$ cat src/rtl/wa_pkg.sv
package wa_pkg;

    // Synchronization state machine encoding
    typedef enum logic [1:0] {
        ST_HUNT     = 2'd0,
        ST_GAIN     = 2'd1,
        ST_LOCKED   = 2'd2,
        ST_DEGRADED = 2'd3
    } sync_state_t;

endpackage

$ cat src/rtl/wa_offset_search.sv
// Compares the pattern against every bit offset of the joined window.
module wa_offset_search #(
    parameter int WORD_W  = 10,
    parameter int PAT_LEN = 10,
    localparam int WIN_W  = WORD_W + PAT_LEN - 1
) (
    input  logic [WIN_W-1:0]   window,
    input  logic [PAT_LEN-1:0] pattern,
    input  logic               cmpl_en,
    output logic [WORD_W-1:0]  hit_vec
);

    for (genvar k = 0; k < WORD_W; k++) begin : g_off
        logic [PAT_LEN-1:0] slice;
        logic               true_hit;
        logic               inv_hit;

        assign slice    = window[k +: PAT_LEN];
        assign true_hit = (slice == pattern);
        assign inv_hit  = cmpl_en && (slice == ~pattern);
        assign hit_vec[k] = true_hit || inv_hit;
    end

endmodule

$ cat src/rtl/wa_boundary_lock.sv
// Holds the word boundary, arbitrates realignment and emits aligned words.
module wa_boundary_lock #(
    parameter int WORD_W  = 10,
    parameter int PAT_LEN = 10,
    localparam int OFF_W  = $clog2(WORD_W),
    localparam int JW     = 2 * WORD_W - 1
) (
    input  logic               clk,
    input  logic               rst_n,
    input  logic [WORD_W-1:0]  in_data,
    input  logic               in_valid,
    input  logic               align_en,
    input  logic               edge_mode,
    input  logic               cmpl_en,
    input  logic [PAT_LEN-1:0] pattern,
    output logic [WORD_W-1:0]  out_data,
    output logic               out_valid,
    output logic               pat_det,
    output logic               word_pat
);

    logic [WORD_W-2:0] prev_q;
    logic [OFF_W-1:0]  held_off;
    logic              pend_q;
    logic              align_q;

    logic [JW-1:0]     joined;
    logic [WORD_W-1:0] hit_vec;
    logic              any_hit;
    logic [OFF_W-1:0]  hit_off;
    logic              rise;
    logic              armed;
    logic              take_new;
    logic [OFF_W-1:0]  eff_off;
    logic [WORD_W-1:0] aligned;
    logic              aligned_hit;

    assign joined = {prev_q, in_data};

    wa_offset_search #(
        .WORD_W  (WORD_W),
        .PAT_LEN (PAT_LEN)
    ) u_search (
        .window  (joined[WORD_W+PAT_LEN-2:0]),
        .pattern (pattern),
        .cmpl_en (cmpl_en),
        .hit_vec (hit_vec)
    );

    // Lowest matching offset wins
    always_comb begin
        any_hit = |hit_vec;
        hit_off = '0;
        for (int k = WORD_W - 1; k >= 0; k--) begin
            if (hit_vec[k]) begin
                hit_off = OFF_W'(k);
            end
        end
    end

    always_comb begin
        rise        = align_en && !align_q;
        armed       = edge_mode ? (pend_q || rise) : align_en;
        take_new    = in_valid && armed && any_hit;
        eff_off     = take_new ? hit_off : held_off;
        aligned     = WORD_W'(joined >> eff_off);
        aligned_hit = hit_vec[eff_off];
        word_pat    = in_valid && aligned_hit;
    end

    // Boundary state
    always_ff @(posedge clk) begin
        if (!rst_n) begin
            prev_q   <= '0;
            held_off <= '0;
            pend_q   <= 1'b0;
            align_q  <= 1'b0;
        end else begin
            align_q <= align_en;
            if (!edge_mode || take_new) begin
                pend_q <= 1'b0;
            end else if (rise) begin
                pend_q <= 1'b1;
            end
            if (in_valid) begin
                prev_q <= in_data[WORD_W-2:0];
                if (take_new) begin
                    held_off <= hit_off;
                end
            end
        end
    end

    // Output register
    always_ff @(posedge clk) begin
        if (!rst_n) begin
            out_data  <= '0;
            out_valid <= 1'b0;
            pat_det   <= 1'b0;
        end else begin
            out_valid <= in_valid;
            pat_det   <= in_valid && aligned_hit;
            if (in_valid) begin
                out_data <= aligned;
            end
        end
    end

endmodule

$ cat src/rtl/wa_sync_fsm.sv
// Hysteresis machine: pattern count to gain sync, leaky error count to lose it.
module wa_sync_fsm
    import wa_pkg::*;
#(
    parameter int CNT_W = 8,
    parameter int ERR_W = 3
) (
    input  logic             clk,
    input  logic             rst_n,
    input  logic             word_valid,
    input  logic             word_pat,
    input  logic             word_bad,
    input  logic [CNT_W-1:0] cfg_lock_pats,
    input  logic [ERR_W-1:0] cfg_err_limit,
    input  logic [CNT_W-1:0] cfg_good_run,
    output logic             sync_ok
);

    sync_state_t      st_q, st_nx;
    logic [CNT_W-1:0] pat_q, pat_nx;
    logic [ERR_W-1:0] err_q, err_nx;
    logic [CNT_W-1:0] run_q, run_nx;

    always_comb begin
        st_nx  = st_q;
        pat_nx = pat_q;
        err_nx = err_q;
        run_nx = run_q;
        if (word_valid) begin
            unique case (st_q)
                ST_HUNT, ST_GAIN: begin
                    if (word_pat && !word_bad) begin
                        if (pat_q == cfg_lock_pats) begin
                            st_nx  = ST_LOCKED;
                            pat_nx = '0;
                            err_nx = '0;
                            run_nx = '0;
                        end else begin
                            st_nx  = ST_GAIN;
                            pat_nx = pat_q + CNT_W'(1);
                        end
                    end else begin
                        st_nx  = ST_HUNT;
                        pat_nx = '0;
                    end
                end
                ST_LOCKED: begin
                    if (word_bad) begin
                        run_nx = '0;
                        if (cfg_err_limit == '0) begin
                            st_nx  = ST_HUNT;
                            err_nx = '0;
                        end else begin
                            st_nx  = ST_DEGRADED;
                            err_nx = ERR_W'(1);
                        end
                    end
                end
                ST_DEGRADED: begin
                    if (word_bad) begin
                        run_nx = '0;
                        if (err_q >= cfg_err_limit) begin
                            st_nx  = ST_HUNT;
                            err_nx = '0;
                        end else begin
                            err_nx = err_q + ERR_W'(1);
                        end
                    end else if (run_q == cfg_good_run) begin
                        run_nx = '0;
                        err_nx = err_q - ERR_W'(1);
                        if (err_q == ERR_W'(1)) begin
                            st_nx = ST_LOCKED;
                        end
                    end else begin
                        run_nx = run_q + CNT_W'(1);
                    end
                end
                default: begin
                    st_nx  = ST_HUNT;
                    pat_nx = '0;
                    err_nx = '0;
                    run_nx = '0;
                end
            endcase
        end
    end

    // State register
    always_ff @(posedge clk) begin
        if (!rst_n) begin
            st_q  <= ST_HUNT;
            pat_q <= '0;
            err_q <= '0;
            run_q <= '0;
        end else begin
            st_q  <= st_nx;
            pat_q <= pat_nx;
            err_q <= err_nx;
            run_q <= run_nx;
        end
    end

    // Output register
    always_ff @(posedge clk) begin
        if (!rst_n) begin
            sync_ok <= 1'b0;
        end else begin
            sync_ok <= (st_nx == ST_LOCKED) || (st_nx == ST_DEGRADED);
        end
    end

endmodule

$ cat src/rtl/wa_sync_ctrl.sv
module wa_sync_ctrl #(
    parameter int WORD_W  = 10,
    parameter int PAT_LEN = 10,
    parameter int CNT_W   = 8,
    parameter int ERR_W   = 3
) (
    input  logic              clk,
    input  logic              rst_n,
    input  logic [WORD_W-1:0] in_data,
    input  logic              in_valid,
    input  logic              in_code_err,
    input  logic              align_en,
    input  logic [WORD_W-1:0] cfg_pattern,
    input  logic              cfg_edge_mode,
    input  logic              cfg_cmpl_en,
    input  logic [CNT_W-1:0]  cfg_lock_pats,
    input  logic [ERR_W-1:0]  cfg_err_limit,
    input  logic [CNT_W-1:0]  cfg_good_run,
    output logic [WORD_W-1:0] out_data,
    output logic              out_valid,
    output logic              sync_ok,
    output logic              pat_det
);

    logic word_pat;

    wa_boundary_lock #(
        .WORD_W  (WORD_W),
        .PAT_LEN (PAT_LEN)
    ) u_lock (
        .clk       (clk),
        .rst_n     (rst_n),
        .in_data   (in_data),
        .in_valid  (in_valid),
        .align_en  (align_en),
        .edge_mode (cfg_edge_mode),
        .cmpl_en   (cfg_cmpl_en),
        .pattern   (cfg_pattern[PAT_LEN-1:0]),
        .out_data  (out_data),
        .out_valid (out_valid),
        .pat_det   (pat_det),
        .word_pat  (word_pat)
    );

    wa_sync_fsm #(
        .CNT_W (CNT_W),
        .ERR_W (ERR_W)
    ) u_fsm (
        .clk           (clk),
        .rst_n         (rst_n),
        .word_valid    (in_valid),
        .word_pat      (word_pat),
        .word_bad      (in_code_err),
        .cfg_lock_pats (cfg_lock_pats),
        .cfg_err_limit (cfg_err_limit),
        .cfg_good_run  (cfg_good_run),
        .sync_ok       (sync_ok)
    );

endmodule

$ cat config.mk
export PLATFORM = sky130hd
export DESIGN_NAME = wa_sync_ctrl
export DESIGN_NICKNAME = d
export VERILOG_FILES = /design/src/rtl/wa_pkg.sv /design/src/rtl/wa_offset_search.sv /design/src/rtl/wa_boundary_lock.sv /design/src/rtl/wa_sync_fsm.sv /design/src/rtl/wa_sync_ctrl.sv
export SDC_FILE = /design/constraint.sdc
export NUM_CORES = 1
export LEC_CHECK = 0
export ABC_AREA = 1
export BUFFER_PORTS_ARGS = -buffer_cell sky130_fd_sc_hd__buf_2
export CAP_MARGIN = 30
export CELL_PAD_IN_SITES_DETAIL_PLACEMENT = 1
export CELL_PAD_IN_SITES_GLOBAL_PLACEMENT = 1
export CORE_AREA = 2 2 132 134
export DETAILED_ROUTE_END_ITERATION = 8
export DIE_AREA = 0 0 134 136
export HOLD_SLACK_MARGIN = 0.06
export MAX_ROUTING_LAYER = met4
export PLACE_DENSITY_LB_ADDON = 0.2
export SYNTH_ARGS = -nofsm -noshare
export SYNTH_HDL_FRONTEND = slang
export SYNTH_HIERARCHICAL = 1
export SYNTH_SLANG_ARGS = --single-unit
export TNS_END_PERCENT = 50
$ cat constraint.sdc
create_clock -name clk -period 4.3 [get_ports clk]
set_input_delay 0.645 -clock clk [delete_from_list [all_inputs] [get_ports clk]]
set_output_delay 0.645 -clock clk [all_outputs]
set_load 0.005 [all_outputs]
After elaboration in Yosys (flattened, before gate mapping). Cells that the tools add are included.

Shift-type cells: 1. Bitwise operators: 2. Reduce and logical (&&, ||, !) cells: 39. Add/subtract/negate cells: 4. Muxes and demuxes: 40. Equality and inequality tests: 32. Magnitude comparators: 2.

Operators by type and width (number): 10-bit == test (20); 8-bit two-way mux (7); 4-bit two-way mux (11); 8-bit one-hot mux with 3 select lines (1); 19-bit by 4-bit >> shifter with 10-bit output (1); 2-bit two-way mux (9); 3-bit two-way mux (6); 8-bit by 1-bit adder with 8-bit output (second input constant) (2); 8-bit == test (2); 1-bit logical AND (15); 1-bit logical OR (13); 10-bit inverter (1); 10-bit OR reduction (1); 3-bit one-hot mux with 3 select lines (1); 2-bit == test (second input constant) (4); 2-bit one-hot mux with 3 select lines (1); 4-bit by 5-bit less-than comparator with 1-bit output (second input constant) (1); 5-bit AND reduction (1); 1-bit binary-select mux with 4-bit select (1); 2-bit by 1-bit != test with 1-bit output (second input constant) (2); 4-bit AND reduction (1); 2-bit OR reduction (2); 3-bit by 1-bit adder with 3-bit output (second input constant) (1); 3-bit by 1-bit == test with 1-bit output (second input constant) (1); other kinds (11) (15).

Input bits: 46. Word-level logic and storage cells: 132. Flip-flop bits (word level): 49. Output and inout port bits: 13.

Depth between registers and ports, before layout. Gate-level depths: netlist of the first run.

Depth after elaboration: 24. Mapped depth: 36. Gate-level depth less buffers: 32.

By module. Netlist of the first run, hierarchy kept.

Modules (own cells, without submodules): wa_offset_search (area each 3060.4 sq um, cells each 741, instances 1); wa_boundary_lock (area each 2054.5 sq um, cells each 345, instances 1); wa_sync_fsm (area each 1680.4 sq um, cells each 264, instances 1).

Worst setup path after synthesis of the first run. OpenSTA, ideal clock, no wires.

Path kind: input -> register. Start: in in_data[9]. End: reg u_fsm.err_q[1]. Library setup time: 0.113 ns. Slack: 0.911 ns. Path buffers: 4. Stages: 30. Arrival time: 3.276 ns. Cell sequence: buf_6 > buf_4 > nand2_1 > nand2_1 > nand2_1 > nor2_1 > nand3_1 > nand2_1 > nor2_1 > nand3_1 > nor2_2 > nand2_2 > nand3_4 > nor2_1 > nand2_2 > nand2_2 > buf_6 > buf_6 > o211ai_1 > nand3_1 > nand3_1 > nand2_1 > inv_1 > inv_1 > nor2_1 > nand3_2 > nand2_4 > nand3_4 > nor2_1 > nor2_1.

RTL lines: start, declared (line wa_sync_ctrl.sv:9) `input logic [WORD_W-1:0] in_data,`; 10-bit == test (line wa_offset_search.sv:20) `assign inv_hit = cmpl_en && (slice == ~pattern);`; 1-bit logical AND (line wa_offset_search.sv:20); 1-bit logical OR (*) (line wa_offset_search.sv:21) `assign hit_vec[k] = true_hit || inv_hit;`; named net u_lock.hit_vec[7] (line wa_boundary_lock.sv:28) `logic [WORD_W-1:0] hit_vec;`; 4-bit two-way mux (8 in a row) (line wa_boundary_lock.sv:55) `if (hit_vec[k]) begin`; 4-bit two-way mux (line wa_boundary_lock.sv:65) `eff_off = take_new ? hit_off : held_off;`; 1-bit binary-select mux with 4-bit select (*) (line wa_boundary_lock.sv:67) `aligned_hit = hit_vec[eff_off];`; 1-bit two-way mux (not written as such) (*) (line wa_boundary_lock.sv:67); 1-bit logical AND (*) (line wa_boundary_lock.sv:68) `word_pat = in_valid && aligned_hit;`; named net word_pat (line wa_sync_ctrl.sv:25) `logic word_pat;`; 1-bit logical AND (*) (line wa_sync_fsm.sv:32) `if (word_pat && !word_bad) begin`; 2-bit by 1-bit != test with 1-bit output (no source line) (*); 5-bit AND reduction (no source line) (*); end signal, assigned (line wa_sync_fsm.sv:98) `err_q <= err_nx;`; end, declared (line wa_sync_fsm.sv:21) `logic [ERR_W-1:0] err_q, err_nx;`.

The timed path passes the listed nets; every way through them passes the cells marked *. The select of a mux whose other input is x is not followed. A chain may end at the register's enable or synchronous reset.

Worst setup path in the final report of the first run. Same ends and word-level chain as after synthesis.

==> reports/qor.csv, run 1 <==
metric,value,unit
Post-CTS Setup Repair Bufs,0,
CTS Hold Buffers Added,0,
Met3 Wirelength,1090,microns
critical path peak fanout,23,
#FFs+latches synth,49,
CTS sink cnt,49,
DRT iter0 DRCs,490,
combinational power share,0.358,
Rows,48,
Synth cell types,43,
drt pass-1 iters,5,
Top Layer Used,met4,
status,completed,
num ports,59,
final hold vios,0,
RePlAce Congestion,0.947,
Critical R2R Capture,u_fsm/err_q[1],
worst-path cell with the longest stage delay,buf_2,
global-route wire length before repair,41700,microns
post-place setup slack,0.146,ns
Clock Pin Slew Worst Setup and Hold Paths,0.07,ns
Syn Area/Cell,5.03,sq um
DPL Wire Length,19100,microns
Worst R2R Start,u_lock/prev_q[2],
startpoint type of the worst setup path,input port,
Total GRT Usage,0.292,
via count,8421,
most frequent cells in the layout,"nand2_1 (718), nand3_1 (136), nor2_1 (110), inv_1 (93), buf_2 (56)",
critical path class,in -> reg,
metal2 WL,11900,microns
CP Data Required Time,4.55,ns
H-Tree Depth,2,
clock share of power,0.291,
layout cells sized above 1,0.131,
drt total wl,25300,microns
"commonest non-fill, non-tap cell in the layout",nand2_1,
critical path's top delay family,simple AND/OR/NAND/NOR gates,
IO buf count,58,
Seq pwr share,0.351,
post-DR vias/cell,5.24,
syn nets,1404,
max-cap check violation count,0,
nets@finish,1436,
worst vdd ir,0.000203,V
M1 WL,11700,microns
worst-skew pair later-pin latency,0.30,ns
Critical Path AT,4.16,ns
Switching Share,0.397,
LEAKAGE,4.12,nW
post-route ant nets,0,
Worst Setup End Kind,flip-flop,
Hold WC Path Type,reg -> reg,
Die Ht,136,microns
Antenna Cells,0,
P_int,0.850,mW
"most used cell, CP",nand2_1,
initial antenna violation count,0,
Area Overhead vs Synth,7.40,%
flop-to-flop setup slack,0.43,ns
GRT overflow,0,
full die area,18200,sq um
post-layout util,0.432,
slew margin rel.,0.571,
# fillers,2565,
register area share after synthesis,0.144,
clock root buffer,clkbuf_16,
minimum clock period after layout,3.92,ns
Worst setup startpoint,in_data[9],
PwrDens,193,nW/um^2
period utilization,0.911,
final setup skew,0.00911,ns
CTS tree,done,
Core ar.,16900,sq um
wire per inst,15.7,microns
total CTS buffers,5,
Critical Path End,u_fsm/err_q[1],
Post-Syn Area,6800,sq um
Power Total,1.41,mW
DRC,0,
Buf/Inv on CP,5,
worst slew pin tran,0.643,ns
RSZ-0062 raised after global routing,true,
Clock Path Buffers,2,
setup ws final,0.382,ns
Levels on crit path,30,
Mapped Cells,1350,
yosys warns,6,
Die Span X,134,microns
largest net degree at the start of global routing,29,
Setup Viol. Count Final,0,
number of global-route vias before repair,8287,
starting density of the core,0.403,
Register-to-Register Path Depth,29,
Psw,0.560,mW
Max Slew Vio Count,0,
critical path's largest stage delay,0.35,ns
Max Freq,255,MHz
Hold Path Cell Cnt,2,
==> worst reg2reg max path, delay by kind of cell, from the launching register on <==
| family | cells | cell delay, ns |
|---|---|---|
| simple gates | 24 | 2.45 |
| flops | 1 | 0.73 |
| buf+inv | 4 | 0.45 |
| compound gates | 1 | 0.15 |
==> area by class of cell <==
cell class | count | area (sq um) | area share
Sequential cell | 49 | 981 | 0.134
Inverter | 122 | 483 | 0.0662
Clock buffer | 5 | 125 | 0.0171
Timing Repair Buffer | 94 | 578 | 0.0792
Multi-Input combinational cell | 1110 | 4830 | 0.662
Clock inverter | 3 | 21.3 | 0.00291
Tap cell | 225 | 282 | 0.0386
==> power groups by stage <==
stage                     clock network [mW]  registers (mW)  logic, mW
after global placement                     0           0.504      0.486
after CTS                              0.428           0.494      0.500
after global routing                   0.435           0.497      0.572
after detailed placement                   0           0.505      0.498
final                                  0.410           0.495      0.504
after floorplan                            0           0.494      0.359
==> how the worst min path moves through the flow <==
stage	from	end
finish	u_fsm/run_q[0]	u_fsm/run_q[0]
global route	u_fsm/run_q[0]	u_fsm/run_q[0]
CTS	u_fsm/run_q[0]	u_fsm/run_q[0]
detailed placement	u_fsm/run_q[0]	u_fsm/run_q[0]
global placement	u_fsm/run_q[0]	u_fsm/run_q[0]
floorplan	u_fsm/err_q[2]	u_fsm/err_q[2]
==> through the flow <==
step	hold WS (ns)	area, sq um	cells	TNS [ns]
finish	0.519	7300	1608	0
floorplan	0.465	6800	1350	0
global placement	0.506	7150	1600	0
global route	0.538	7300	1608	-0.0258
detailed placement	0.508	7150	1600	0
CTS	0.519	7290	1608	0
==> flip-flops by register name, indices dropped and copies added (netlist names) <==
| name | cells |
|---|---|
| u_fsm/err_q | 3 |
| u_fsm/pat_q | 8 |
| u_fsm/run_q | 8 |
| u_fsm/st_q | 2 |
| u_fsm/sync_ok | 1 |
| u_lock/align_q | 1 |
| u_lock/held_off | 4 |
| u_lock/out_data | 10 |
| u_lock/out_valid | 1 |
| u_lock/pat_det | 1 |
| u_lock/pend_q | 1 |
| u_lock/prev_q | 9 |
==> cells in the mapped netlist, drive strengths merged <==
cell type | number | area share
dfxtp | 49 | 0.14
nand2 | 744 | 0.42
nor3b | 1 | 0.0018
ha | 8 | 0.015
clkbuf | 6 | 0.0048
o211ai | 3 | 0.0033
nor4 | 1 | 0.0018
nand3 | 143 | 0.11
and2 | 1 | 0.00092
nand4 | 5 | 0.0046
o21ai | 24 | 0.020
xor2 | 6 | 0.0077
a21boi | 2 | 0.0022
nor3 | 7 | 0.0059
clkinv | 2 | 0.0015
or2 | 1 | 0.00092
o211a | 1 | 0.0015
inv | 120 | 0.070
nor2 | 119 | 0.070
a21oi | 33 | 0.025
nand3b | 1 | 0.0011
xnor2 | 9 | 0.012
a22oi | 1 | 0.0011
buf | 63 | 0.069
==> routing by layer <==
metal,vias up,track usage
met4,0,0.0922
met5,-,-
li1,4186,-
met2,197,0.497
met1,4005,0.368
met3,33,0.0257
==> kinds of logic after synthesis <==
logic type,Yosys count,share of synthesized area
adder cells (fa/ha/maj),8,0.0147
AND/OR/NAND/NOR,1023,0.623
AO/OA/AOI/OAI,64,0.0534
flip-flops,49,0.144
XOR/XNOR,15,0.0193
buffers and inverters,191,0.145
==> what timing repair did <==
action                     4_1_cts  5_1_grt
setup endpoints to repair        0       10
hold endpoints to repair         0        0
resized for setup                0        2
Power figures use the tool's default switching activity.
==> inputs of run 2 (changes only) <==
- CORE_AREA: 2 2 132 134 -> 2 2 128 130
- DIE_AREA: 0 0 134 136 -> 0 0 130 132
- clock period: 4.3 -> 4.6 ns (I/O delays scaled with it)
==> reports/qor.csv, run 2 (same netlist as run 1, synthesis figures left out) <==
metric,value,unit
Clock Path Buffers,2,
clock root buffer,clkbuf_16,
most frequent cells in the layout,"nand2_1 (718), nand3_1 (136), nor2_1 (110), inv_1 (93), buf_2 (58)",
register area,981,sq um
num ports,59,
via count,8387,
combinational power share,0.333,
area of the multi-input gates,4830,sq um
DPL Wire Length,18900,microns
Buf/Inv on CP,6,
post-place setup slack,0.280,ns
CP Data Required Time,4.84,ns
Max Freq,241,MHz
Seq pwr share,0.340,
setup TNS,0,ns
layout cells sized above 1,0.124,
period utilization,0.901,
wire per inst,15.6,microns
Area Overhead vs Synth,6.21,%
Psw,0.519,mW
Die Ht,132,microns
met3 GRT Util,0.0410,
Hold Path Cell Cnt,2,
number of global-route vias before repair,8287,
startpoint type of the worst setup path,input port,
PwrDens,191,nW/um^2
Total GRT Usage,0.304,
H-Tree Depth,2,
Critical Path End,u_fsm/run_q[3],
status,completed,
critical path peak fanout,19,
Worst Setup End Kind,flip-flop,
starting density of the core,0.432,
worst-skew pair later-pin latency,0.30,ns
setup ws final,0.455,ns
Antenna Cells,0,
nets@finish,1425,
critical path's largest stage delay,0.34,ns
GR Util met2,0.483,
cts repair resizes,0,
DRT iter0 DRCs,477,
largest reg by FF count,u_lock/out_data,
Setup Viol. Count Final,0,
largest net degree at the start of global routing,29,
max-cap check violation count,0,
grt peak-use layer,met2,
worst-path cell with the longest stage delay,buf_2,
max reg flops,10,
Register-to-Register Path Depth,27,
worst slew pin tran,0.705,ns
"most used cell, CP",nand2_1,
Rows,46,
slew margin rel.,0.529,
CTS sink cnt,49,
Levels on crit path,29,
full die area,17200,sq um
Worst setup startpoint,cfg_pattern[5],
critical path class,in -> reg,
# fillers,2463,
"commonest non-fill, non-tap cell in the layout",nand2_1,
Clock Pin Slew Worst Setup and Hold Paths,0.07,ns
drt total wl,24800,microns
Core ar.,15700,sq um
CTS tree,done,
met1 track utilization from global routing,0.408,
final setup skew,0.0109,ns
Switching Share,0.377,
total CTS buffers,5,
P_int,0.857,mW
RePlAce Congestion,0.902,
initial antenna violation count,0,
post-route ant nets,0,
worst vdd ir,0.000163,V
Worst R2R Start,u_lock/prev_q[2],
drt pass-1 iters,5,
IO buf count,58,
Max Slew Vio Count,0,
RSZ-0062 raised after global routing,false,
critical path's top delay family,simple AND/OR/NAND/NOR gates,
Post-CTS Setup Repair Bufs,0,
LEAKAGE,4.08,nW
Largest regs,"u_lock/out_data (10), u_lock/prev_q (9)",
final hold vios,0,
Critical R2R Capture,u_fsm/run_q[3],
global-route wire length before repair,41300,microns
minimum clock period after layout,4.14,ns
clock share of power,0.327,
DRC,0,
GRT overflow,0,
CTS Hold Buffers Added,0,
post-DR vias/cell,5.28,
Hold WC Path Type,reg -> reg,
Die Span X,130,microns
flop-to-flop setup slack,0.46,ns
Critical Path AT,4.38,ns
[run 2: cell count changes in the layout (fill, tap and decap cells not counted)]
cell | before | now
clkbuf_4 | 2 | 0
buf_2 | 56 | 58
clkinv_2 | 3 | 2
buf_4 | 35 | 25
buf_12 | 1 | 0
clkbuf_8 | 0 | 1
inv_6 | 3 | 2
bufinv_16 | 0 | 1
[run 2: tightest hold or removal path, cell delays in order (launching register included)]
cell and delay, ns:
dfxtp_1 0.36, nand2_1 0.08, a21oi_1 0.05
[run 2: layout make-up]
| type | count | share of cell area |
|---|---|---|
| clock inverters | 2 | 0.00520 |
| multi-input cells | 1110 | 0.669 |
| repair buffers | 83 | 0.0662 |
| inverters | 122 | 0.0669 |
| flip-flops and latches | 49 | 0.136 |
| clock buffers | 6 | 0.0192 |
| well taps | 216 | 0.0374 |
[run 2: power groups by stage]
stage | sequential (mW) | clock, mW | combinational [mW]
3_5_place_dp | 0.476 | 0 | 0.450
3_3_place_gp | 0.476 | 0 | 0.436
2_1_floorplan | 0.462 | 0 | 0.336
4_1_cts | 0.466 | 0.457 | 0.454
6_report | 0.467 | 0.450 | 0.459
5_1_grt | 0.470 | 0.472 | 0.519
[run 2: how the worst min path moves through the flow]
stage | endpoint | startpoint | slack [ns]
floorplan | u_fsm/err_q[2] | u_fsm/err_q[2] | 0.47
global placement | u_fsm/run_q[6] | u_fsm/run_q[6] | 0.51
detailed placement | u_fsm/run_q[0] | u_fsm/run_q[0] | 0.51
CTS | u_fsm/run_q[0] | u_fsm/run_q[0] | 0.52
global route | u_fsm/run_q[7] | u_fsm/run_q[7] | 0.54
finish | u_fsm/run_q[0] | u_fsm/run_q[0] | 0.53
[run 2: per-layer routing]
layer	routed length, microns	up-vias
met3	1320	38
met5	0	-
met1	11800	3985
met4	425	0
li1	-	4167
met2	11200	197
[run 2: per-stage QoR]
step                 util  instances  cell area, sq um  hold WS (ns)  power (mW)
floorplan               -       1350              6800         0.465       0.798
global placement    0.448       1580              7040         0.506       0.912
detailed placement  0.448       1580              7040         0.513       0.926
CTS                 0.459       1588              7220         0.524        1.38
global route        0.459       1588              7220         0.545        1.46
finish              0.459       1588              7220         0.525        1.38
